## src/rtl/dmac_pkg.sv

```systemverilog
package dmac_pkg;
  // controller-register selectors (offset bits 2:0 when offset bit 3 is set)
  localparam logic [2:0] CW_CMD     = 3'd0;
  localparam logic [2:0] CW_REQ     = 3'd1;
  localparam logic [2:0] CW_MASK1   = 3'd2;
  localparam logic [2:0] CW_MODE    = 3'd3;
  localparam logic [2:0] CW_BPCLR   = 3'd4;
  localparam logic [2:0] CW_MCLR    = 3'd5;
  localparam logic [2:0] CW_MASKCLR = 3'd6;
  localparam logic [2:0] CW_MASKALL = 3'd7;

  localparam logic [2:0] CR_STAT    = 3'd0;
  localparam logic [2:0] CR_REQ     = 3'd1;
  localparam logic [2:0] CR_CMD     = 3'd2;
  localparam logic [2:0] CR_MODE    = 3'd3;
  localparam logic [2:0] CR_BPSET   = 3'd4;
  localparam logic [2:0] CR_TEMP    = 3'd5;
  localparam logic [2:0] CR_MCNT    = 3'd6;
  localparam logic [2:0] CR_MASK    = 3'd7;

  // command bits that make a command write void
  localparam logic [7:0] CMD_REJECT = 8'hEB;
  localparam int         CMD_OFF_BIT = 2;
  localparam int         MODE_DEC_BIT = 5;
endpackage

```

## src/rtl/dmac_chan.sv

```systemverilog
module dmac_chan #(
  parameter int BYTE_W = 8,
  localparam int REG_W = 2 * BYTE_W
) (
  input  logic              clk,
  input  logic              rst,
  input  logic              wr_lo,
  input  logic              wr_hi,
  input  logic              wr_cnt,
  input  logic [BYTE_W-1:0] wdata,
  input  logic              mode_we,
  input  logic [BYTE_W-1:0] mode_in,
  input  logic              eng_we,
  input  logic [REG_W-1:0]  eng_cnt,
  output logic [REG_W-1:0]  base_addr,
  output logic [REG_W-1:0]  base_cnt,
  output logic [REG_W-1:0]  cur_addr,
  output logic [REG_W-1:0]  cur_cnt,
  output logic [BYTE_W-1:0] mode,
  output logic [REG_W-1:0]  rb_addr,
  output logic [REG_W-1:0]  rb_cnt
);
  import dmac_pkg::*;

  always_ff @(posedge clk) begin
    if (rst) begin
      base_addr <= '0;
      base_cnt  <= '0;
      cur_addr  <= '0;
      cur_cnt   <= '0;
      mode      <= '0;
    end else begin
      if (wr_lo) begin
        if (wr_cnt) base_cnt[BYTE_W-1:0]  <= wdata;
        else        base_addr[BYTE_W-1:0] <= wdata;
      end
      if (wr_hi) begin
        if (wr_cnt) begin
          base_cnt[REG_W-1:BYTE_W] <= wdata;
          cur_addr <= base_addr;
        end else begin
          base_addr[REG_W-1:BYTE_W] <= wdata;
          cur_addr <= {wdata, base_addr[BYTE_W-1:0]};
        end
        cur_cnt <= '0;
      end else if (eng_we) begin
        cur_cnt <= eng_cnt;
      end
      if (mode_we) mode <= mode_in;
    end
  end

  always_comb begin
    rb_cnt  = base_cnt - cur_cnt;
    rb_addr = mode[MODE_DEC_BIT] ? (cur_addr - cur_cnt) : (cur_addr + cur_cnt);
  end

  // high-byte write rebases the current registers
  p_hiwr_rebase_r3: assert property (@(posedge clk) disable iff (rst)
    wr_hi |=> (cur_cnt == '0) && (cur_addr == base_addr));

  // a low-byte write leaves current registers alone
  p_lowr_keep_r3: assert property (@(posedge clk) disable iff (rst)
    (wr_lo && !eng_we) |=> ($stable(cur_addr) && $stable(cur_cnt)));
endmodule

```

## src/rtl/dmac_ctl.sv

```systemverilog
module dmac_ctl #(
  parameter int CH_W   = 2,
  parameter int BYTE_W = 8,
  localparam int NCH   = 1 << CH_W
) (
  input  logic                  clk,
  input  logic                  rst,
  input  logic                  ab_acc,
  input  logic                  wc,
  input  logic                  rc,
  input  logic [2:0]            sel,
  input  logic [BYTE_W-1:0]     wdata,
  input  logic [NCH-1:0]        dreq,
  input  logic [NCH-1:0]        tc_set,
  input  logic [NCH*BYTE_W-1:0] mode_flat,
  output logic [BYTE_W-1:0]     ctl_rdata,
  output logic                  bptr,
  output logic [NCH-1:0]        mask,
  output logic [NCH-1:0]        req,
  output logic                  ctrl_off
);
  import dmac_pkg::*;

  logic [BYTE_W-1:0] cmd;
  logic [NCH-1:0]    tc;
  logic [CH_W-1:0]   mcnt;
  logic              mclr;
  logic              req_wr;
  logic [CH_W-1:0]   wch;

  assign mclr   = rst || (wc && sel == CW_MCLR);
  assign req_wr = wc && sel == CW_REQ;
  assign wch    = wdata[CH_W-1:0];
  assign ctrl_off = cmd[CMD_OFF_BIT];

  always_ff @(posedge clk) begin
    if (mclr) begin
      cmd <= '0;
    end else if (wc && sel == CW_CMD && (wdata & CMD_REJECT) == '0) begin
      cmd <= wdata;
    end
  end

  always_ff @(posedge clk) begin
    if (mclr) begin
      mask <= '1;
    end else if (wc) begin
      case (sel)
        CW_MASK1:   mask[wch] <= wdata[CH_W];
        CW_MASKCLR: mask <= '0;
        CW_MASKALL: mask <= wdata[NCH-1:0];
        default:    mask <= mask;
      endcase
    end
  end

  always_ff @(posedge clk) begin
    if (mclr) begin
      req <= '0;
      tc  <= '0;
    end else begin
      for (int i = 0; i < NCH; i++) begin
        if (req_wr && wch == CH_W'(i)) begin
          req[i] <= wdata[CH_W];
          tc[i]  <= 1'b0;
        end else begin
          req[i] <= dreq[i];
          if (tc_set[i])                   tc[i] <= 1'b1;
          else if (rc && sel == CR_STAT)   tc[i] <= 1'b0;
        end
      end
    end
  end

  always_ff @(posedge clk) begin
    if (mclr) begin
      mcnt <= '0;
    end else if (rc && sel == CR_MODE) begin
      mcnt <= mcnt + 1'b1;
    end else if (rc && sel == CR_MCNT) begin
      mcnt <= '0;
    end
  end

  always_ff @(posedge clk) begin
    if (mclr) begin
      bptr <= 1'b0;
    end else if (ab_acc) begin
      bptr <= ~bptr;
    end else if (wc && sel == CW_BPCLR) begin
      bptr <= 1'b0;
    end else if (rc && (sel == CR_MODE || sel == CR_BPSET)) begin
      bptr <= 1'b1;
    end
  end

  always_comb begin
    case (sel)
      CR_STAT: ctl_rdata = BYTE_W'({req, tc});
      CR_REQ:  ctl_rdata = BYTE_W'({{NCH{1'b1}}, req});
      CR_CMD:  ctl_rdata = cmd;
      CR_MODE: ctl_rdata = mode_flat[int'(mcnt)*BYTE_W +: BYTE_W] | BYTE_W'(3);
      CR_MASK: ctl_rdata = BYTE_W'(mask);
      default: ctl_rdata = '0;
    endcase
  end

  // each address/count access flips the pointer
  p_bp_toggle_r2: assert property (@(posedge clk) disable iff (rst)
    ab_acc |=> (bptr != $past(bptr)));

  // void command writes leave the command untouched
  p_cmd_reject_r10: assert property (@(posedge clk) disable iff (rst)
    (wc && sel == CW_CMD && (wdata & CMD_REJECT) != '0) |=> $stable(cmd));

  // a status read without new tc events leaves tc empty
  p_stat_clear_r5: assert property (@(posedge clk) disable iff (rst)
    (rc && sel == CR_STAT && tc_set == '0) |=> (tc == '0));

  // without a register write the request bits track dreq
  p_req_follow_r7: assert property (@(posedge clk) disable iff (rst)
    !wc |=> (req == $past(dreq)));

  // master clear state
  p_mclr_state_r11: assert property (@(posedge clk) disable iff (rst)
    (wc && sel == CW_MCLR) |=> ((&mask) && cmd == '0 && !bptr && mcnt == '0));
endmodule

```

## src/rtl/dmac_regbank.sv

```systemverilog
module dmac_regbank #(
  parameter int WORD_MODE = 0,
  parameter int CH_W      = 2,
  parameter int BYTE_W    = 8,
  localparam int NCH      = 1 << CH_W,
  localparam int REG_W    = 2 * BYTE_W,
  localparam int OFS_W    = CH_W + 2,
  localparam int PORT_W   = OFS_W + WORD_MODE
) (
  input  logic                  clk,
  input  logic                  rst,
  input  logic [PORT_W-1:0]     port_ofs,
  input  logic                  rd_en,
  input  logic                  wr_en,
  input  logic [BYTE_W-1:0]     wr_data,
  input  logic [NCH-1:0]        dreq,
  input  logic [NCH-1:0]        tc_set,
  input  logic                  eng_cnt_we,
  input  logic [CH_W-1:0]       eng_cnt_ch,
  input  logic [REG_W-1:0]      eng_cnt_val,
  output logic [BYTE_W-1:0]     rd_data,
  output logic [NCH*REG_W-1:0]  base_addr_o,
  output logic [NCH*REG_W-1:0]  cur_addr_o,
  output logic [NCH*REG_W-1:0]  base_cnt_o,
  output logic [NCH*REG_W-1:0]  cur_cnt_o,
  output logic [NCH*BYTE_W-1:0] mode_o,
  output logic [NCH-1:0]        mask_o,
  output logic [NCH-1:0]        req_o,
  output logic                  ctrl_off_o
);
  import dmac_pkg::*;

  logic [OFS_W-1:0]  ofs;
  logic              is_ctl;
  logic              is_cnt;
  logic [CH_W-1:0]   ch_sel;
  logic [2:0]        sel;
  logic              wr_act;
  logic              rd_act;
  logic              ab_acc;
  logic              bptr;
  logic [BYTE_W-1:0] ctl_rdata;
  logic [BYTE_W-1:0] rdata_n;
  logic [REG_W-1:0]  rb_addr [NCH];
  logic [REG_W-1:0]  rb_cnt  [NCH];
  logic [REG_W-1:0]  rb_word;

  assign ofs    = port_ofs[PORT_W-1:WORD_MODE];
  assign is_ctl = ofs[OFS_W-1];
  assign is_cnt = ofs[0];
  assign ch_sel = ofs[CH_W:1];
  assign sel    = ofs[2:0];
  assign wr_act = wr_en;
  assign rd_act = rd_en && !wr_en;
  assign ab_acc = (wr_act || rd_act) && !is_ctl;

  generate
    for (genvar g = 0; g < NCH; g++) begin : g_chan
      logic hit;
      assign hit = wr_act && !is_ctl && ch_sel == CH_W'(g);
      dmac_chan #(.BYTE_W(BYTE_W)) u_chan (
        .clk       (clk),
        .rst       (rst),
        .wr_lo     (hit && !bptr),
        .wr_hi     (hit && bptr),
        .wr_cnt    (is_cnt),
        .wdata     (wr_data),
        .mode_we   (wr_act && is_ctl && sel == CW_MODE && wr_data[CH_W-1:0] == CH_W'(g)),
        .mode_in   (wr_data),
        .eng_we    (eng_cnt_we && eng_cnt_ch == CH_W'(g)),
        .eng_cnt   (eng_cnt_val),
        .base_addr (base_addr_o[g*REG_W +: REG_W]),
        .base_cnt  (base_cnt_o[g*REG_W +: REG_W]),
        .cur_addr  (cur_addr_o[g*REG_W +: REG_W]),
        .cur_cnt   (cur_cnt_o[g*REG_W +: REG_W]),
        .mode      (mode_o[g*BYTE_W +: BYTE_W]),
        .rb_addr   (rb_addr[g]),
        .rb_cnt    (rb_cnt[g])
      );
    end
  endgenerate

  dmac_ctl #(.CH_W(CH_W), .BYTE_W(BYTE_W)) u_ctl (
    .clk       (clk),
    .rst       (rst),
    .ab_acc    (ab_acc),
    .wc        (wr_act && is_ctl),
    .rc        (rd_act && is_ctl),
    .sel       (sel),
    .wdata     (wr_data),
    .dreq      (dreq),
    .tc_set    (tc_set),
    .mode_flat (mode_o),
    .ctl_rdata (ctl_rdata),
    .bptr      (bptr),
    .mask      (mask_o),
    .req       (req_o),
    .ctrl_off  (ctrl_off_o)
  );

  always_comb begin
    rb_word = is_cnt ? rb_cnt[ch_sel] : rb_addr[ch_sel];
    if (is_ctl)    rdata_n = ctl_rdata;
    else if (bptr) rdata_n = rb_word[REG_W-1:BYTE_W];
    else           rdata_n = rb_word[BYTE_W-1:0];
  end

  always_ff @(posedge clk) begin
    if (rst)         rd_data <= '0;
    else if (rd_act) rd_data <= rdata_n;
  end

  // read data holds when no read is taken
  p_rd_hold_r13: assert property (@(posedge clk) disable iff (rst)
    !(rd_en && !wr_en) |=> $stable(rd_data));
endmodule

```

## config.mk

```make
export PLATFORM = sky130hd
export DESIGN_NAME = dmac_regbank
export DESIGN_NICKNAME = d
export VERILOG_FILES = /design/src/rtl/dmac_pkg.sv /design/src/rtl/dmac_chan.sv /design/src/rtl/dmac_ctl.sv /design/src/rtl/dmac_regbank.sv
export SDC_FILE = /design/constraint.sdc
export NUM_CORES = 1
export LEC_CHECK = 0
export BUFFER_PORTS_ARGS = -buffer_cell sky130_fd_sc_hd__buf_4
export CAP_MARGIN = 0
export CORE_MARGIN = 2
export CORE_UTILIZATION = 40
export CTS_CLUSTER_SIZE = 16
export DETAILED_ROUTE_END_ITERATION = 8
export PLACE_DENSITY_LB_ADDON = 0.1
export SYNTH_ARGS = -nofsm -noshare
export SYNTH_HDL_FRONTEND = slang
export SYNTH_HIERARCHICAL = 1
export SYNTH_SLANG_ARGS = --single-unit
export TNS_END_PERCENT = 1
```

## constraint.sdc

```tcl
create_clock -name clk -period 3.8 [get_ports clk]
set_input_delay 0 -clock clk [delete_from_list [all_inputs] [get_ports clk]]
set_output_delay 0 -clock clk [all_outputs]
set_load 0.005 [all_outputs]
```

# --- Yosys cells after proc, flatten, opt, wreduce, memory -nomap -nowiden ---
# Index checks and enable logic that the tools add are counted.
totals:
  ff_bits: 319
  output_inout_bits: 305
  inputBits: 43
classes:
  n_mux: 36
  reduce_logical: 83
  bitwise_logic: 3
  n_eq_ne: 16
  n_lt_le_gt_ge: 3
  shifts: 1
  addsub: 13
ops:
  columns: ["op", "n"]
  rows:
  - ["16-bit two-way mux", 13]
  - ["16-bit subtractor", 8]
  - ["16-bit adder", 4]
  - ["16-bit binary-select mux with 2-bit select", 2]
  - ["1-bit logical AND", 40]
  - ["8-bit one-hot mux with 5 select lines", 1]
  - ["2-bit AND reduction", 17]
  - ["32-bit by 6-bit indexed part select with 8-bit output", 1]
  - ["8-bit two-way mux", 2]
  - ["2-bit OR reduction", 8]
  - ["1-bit two-way mux", 13]
  - ["2-bit == test (second input constant)", 6]
  - ["3-bit == test (second input constant)", 4]
  - ["4-bit one-hot mux with 3 select lines", 1]
  - ["2-bit nonzero test", 5]
  - ["8-bit logical NOT", 1]
  - ["2-bit by 1-bit == test with 1-bit output (second input constant)", 3]
  - ["3-bit by 2-bit == test with 1-bit output (second input constant)", 2]
  - ["2-bit logical NOT", 3]
  - ["3-bit nonzero test", 2]
  - ["4-bit bitwise mux", 1]
  - ["2-bit two-way mux", 2]
  - ["3-bit by 1-bit == test with 1-bit output (second input constant)", 1]
  - ["3-bit >= comparator (second input constant)", 1]
  - ["other kinds (9)", 14]

# --- Depth between registers and ports, before layout ---
logic_depth:
  depth_word: 8
  depth_mapped: 17
  mapped_depth_nobuf: 17

# --- By module ---
# The synthesis kept the hierarchy.
by_module_without_submodules:
  columns: ["module", "cells_each", "seq_area_each_um2", "instances", "area_each_um2"]
  rows:
  - ["dmac_chan at g_chan[1].u_chan ...", 521, 1441.4, 2, 4398.0]
  - ["dmac_chan at g_chan[3].u_chan", 541, 1441.4, 1, 4471.8]
  - ["dmac_chan at g_chan[0].u_chan", 521, 1441.4, 1, 4391.7]
  - ["dmac_regbank", 179, 160.2, 1, 1674.1]
  - ["dmac_ctl", 180, 460.4, 1, 1565.3]

# --- Worst setup path before layout ---
# No wires, ideal clock.
synth_path:
  kind: "reg-to-reg"
  start: "reg g_chan[2].u_chan.cur_cnt[3]"
  end: "reg rd_data[7]"
  setup_ns: 0.117
  arrival_time_ns: 3.481
  required_time_ns: 3.683
  stages_incl_launch_ff: 17
  slack_ns: 0.202
  path_cell_list: "dfxtp_1 > nor4_4 > nand3_1 > nor3b_1 > nor2_1 > xnor2_1 > ha_1 > o21ai_0 > o21bai_1 > a21o_1 > a2111oi_0 > a21oi_1 > xnor2_1 > mux4_2 > mux2i_1 > o22ai_1 > a22o_1"
synth_rtl:
  columns: ["item", "line_no", "rtl"]
  rows:
  - ["start, declared", "dmac_chan.sv:18", "output logic [REG_W-1:0] cur_cnt,"]
  - ["start signal, assigned", "dmac_chan.sv:47", "cur_cnt <= eng_cnt;"]
  - ["end signal, assigned", "dmac_regbank.sv:110", "else if (rd_act) rd_data <= rdata_n;"]
  - ["end, declared", "dmac_regbank.sv:21", "output logic [BYTE_W-1:0] rd_data,"]

==> results.py <==
metrics = {
    "run_status": {
        "status": "finished, violations left",
        "violations": "setup timing",
    },
    "timing": {
        "finClkSkew_ps": 16.7,
        "max-slew-margin-rel": 0.182,
        "worst_slack_ps": -49.7,
        "finalHoldViolCount": 0,
        "period_share": 1.01,
        "worst_pin_slew_ps": 1220,
        "rsz0062_at_grt": "yes",
        "clock.fmax_mhz": 260,
        "setup_viol": 2,
        "slew_viol_final": 0,
        "period_minus_slack_ps": 3850,
        "finalHoldWorstSlack_ps": 49.5,
    },
    "synth": {
        "synth_edf_count": 0,
        "synth.top_cells.by_count": "nor2_1, dfxtp_1, mux2i_1",
        "seq_area_frac_synth": 0.306,
        "synth_most_common_cell": "nor2_1",
        "syn_avg_cell_area_sq_um": 8.49,
        "netlist_top_cells_area": "dfxtp_1, mux2i_1, ha_1, nor2_1, xnor2_1",
        "yosysWarnings": 6,
        "yosysTopAreaCell": "dfxtp_1",
        "yosysTopAreaCellShare": 0.306,
        "syn_nets": 2638,
        "synth_ff_type": "dfxtp_1",
        "synth_seq_cells": 319,
        "ys_async_sr_fraction": 0,
        "synth_cells": 2463,
        "synth_cell_types": 93,
        "syn_area_sq_um": 20900,
    },
    "floorplan": {
        "die_area_sq_um": 54100,
        "ioPinCount": 348,
        "die_h_um": 233,
        "rows": 83,
        "core-area_sq_um": 51500,
        "dieWidth_um": 233,
        "start_util": 0.406,
    },
    "finish": {
        "drive_above_1_share": 0.235,
        "fin_area_sq_um": 26900,
        "stdcell_count": 3629,
        "fill_cells": 4931,
        "area_growth_pct": 28.6,
        "fin_nets": 3096,
        "register_area_sq_um": 6390,
        "multi_input_area_sq_um": 13700,
    },
    "routing": {
        "routed_wl_mm": 87.8,
        "first_iter_violations": 1703,
        "dr_wl_met2_mm": 39.2,
        "dr.max_layer_used": "met5",
        "drcViolationCount": 0,
        "first_pass_iters": 5,
        "avgRoutedWirePerCell_um": 24.2,
        "ant_nets": 0,
        "route.met3.wl_mm": 5.15,
        "vias": 20645,
        "viasPerCell": 5.69,
        "wl_met1_mm": 39.6,
    },
    "clock_tree": {
        "cts_made_buffers": 38,
        "ctsRootBufferMaster": "clkbuf_16",
        "clk_latency_ps": 560,
        "path_clk_slew_ps": 60,
        "cts_tree": "built",
        "htree_levels": 2,
        "cts.sink_count": 319,
        "clk_path_buf_depth": 3,
    },
    "power_and_ir_drop": {
        "power.leakage_uw": 0.0116,
        "irDropWorstVdd_mv": 0.290,
        "power_density_nw_per_um2": 376,
    },
    "hold_path": {
        "hold_class": "input port to register",
    },
    "global_route": {
        "track_usage": 0.315,
        "grt-ovfl-total": 0,
        "grt_max_degree": 88,
        "antenna_found_initial": 3,
        "grt_pass1_wl_mm": 127,
        "grt_pass1_vias": 19414,
    },
    "place": {
        "place_ws_ps": -70.1,
        "placed_cells": 3515,
        "place_congestion": 0.978,
        "placed_cell_area_sq_um": 25000,
        "place_hpwl_mm": 66.4,
        "io_buffers": 347,
    },
    "worst_setup_path": {
        "path_max_fanout": 4,
        "required_ps": 4250,
        "path_class": "register to register",
        "startpoint_type": "register",
        "critPathCaptureType": "register",
        "arrival_ps": 4300,
    },
    "job": {
        "max_cap_violations": 0,
    },
}
[critical path, stage by stage (launching register included)]
cell	delay (ps)
dfxtp_1	330
inv_1	60
ha_1	210
nor2b_1	130
buf_4	150
a21oi_2	140
xnor2_1	170
ha_1	300
a21o_1	190
a221oi_2	290
buf_4	160
o21bai_1	70
o22ai_1	190
nor2_1	60
o311a_1	330
mux4_2	460
mux2i_1	150
o22ai_1	110
a22o_1	220
[final cells by class]
cell class | count | share of cell area
multi-input combinational | 1901 | 0.509
sequential | 319 | 0.238
timing repair buffer | 550 | 0.160
clock buffer | 55 | 0.0420
tap | 680 | 0.0317
inverter | 111 | 0.0155
clock inverter | 12 | 0.00456
antenna | 1 | 0.0000931
[metrics by stage]
stage               setup TNS [ps]  utilization  total power, uW
finish                       -56.0        0.522            10100
floorplan                        0            -             5210
CTS                          -11.9        0.518            10100
global placement             -10.6        0.485             6310
global route                  -773        0.522            10500
detailed placement            -114        0.485             6310
[what timing repair did]
| action | 4_1_cts | 5_1_grt |
|---|---|---|
| hold endpoints to repair | 201 | 0 |
| cloned | 0 | 0 |
| resized for setup | 6 | 35 |
| pin swaps | 6 | 28 |
| hold buffers | 40 | 0 |
| buffers inserted | 2 | 4 |
| setup endpoints to repair | 3 | 8 |
[routing by layer]
metal | track usage | vias up
met1 | 0.439 | 10033
met2 | 0.491 | 772
met4 | 0.127 | 2
met3 | 0.0397 | 135
li1 | - | 9703
met5 | 0 | -
[cell usage in the layout, fill, tap and decap left out, types with 8 or more instances in the layout]
master	count
xnor2_1	127
a21oi_2	12
o22ai_1	10
o31a_1	10
a41oi_1	18
dfxtp_1	318
o21bai_1	8
clkbuf_16	41
and3_1	15
fa_1	8
ha_1	124
mux4_2	19
a21oi_1	200
nor3_1	28
nand3_1	90
inv_1	111
a31oi_1	27
nor3b_2	8
nor2_1	317
o21a_1	31
or2_2	11
clkbuf_1	9
xor2_1	26
a211o_1	10
nand2b_1	32
o21ai_0	63
a211oi_1	48
nand2_1	198
buf_4	504
mux2i_1	234
dlygate4sd3_1	40
a21o_1	36
nor2b_1	20
o21ai_1	8
[sequential cells by signal, summed over array words and instances (netlist names), named ones only]
signal                   cells
u_ctl/tc                     4
g_chan.u_chan/cur_addr      64
g_chan.u_chan/cur_cnt       64
rd_data                      8
g_chan.u_chan/base_cnt      64
u_ctl/mcnt                   2
g_chan.u_chan/mode          32
g_chan.u_chan/base_addr     64
u_ctl/bptr                   1
u_ctl/cmd                    8
u_ctl/req                    4
[report_power, final]
part	switching (uW)	total, uW	internal, uW	leakage (uW)
clock network	1500	3700	2200	0.000613
logic	1640	2930	1300	0.00841
registers	73.9	3470	3400	0.00258
total	3210	10100	6900	0.0116
[worst paths after layout]
kind                                                     from                       endpoint  slack (ps)  depth (start not counted)
worst max-delay path              g_chan[2].u_chan/cur_cnt[0]                     rd_data[4]         -50                         18
worst min-delay path                              port_ofs[2]                       register          50                          3
worst max register to register    g_chan[2].u_chan/cur_cnt[0]                     rd_data[4]         -50                         18
worst min register to register  g_chan[3].u_chan/base_addr[3]  g_chan[3].u_chan/base_addr[3]         480                          2
[logic make-up (layout without fill, tap and decap cells)]
kind of cell,count (synthesis),in the layout,synth area share
adders and majority gates,132,132,0.0819
other,0,1,0
muxes,264,264,0.143
DFF,319,319,0.306
and+or+nand+nor,781,781,0.173
AOI/OAI and AO/OA,568,568,0.181
xor gates and xnor gates,156,156,0.0654
buffers and inverters,243,728,0.0509
(Power assumes the default switching activity.)
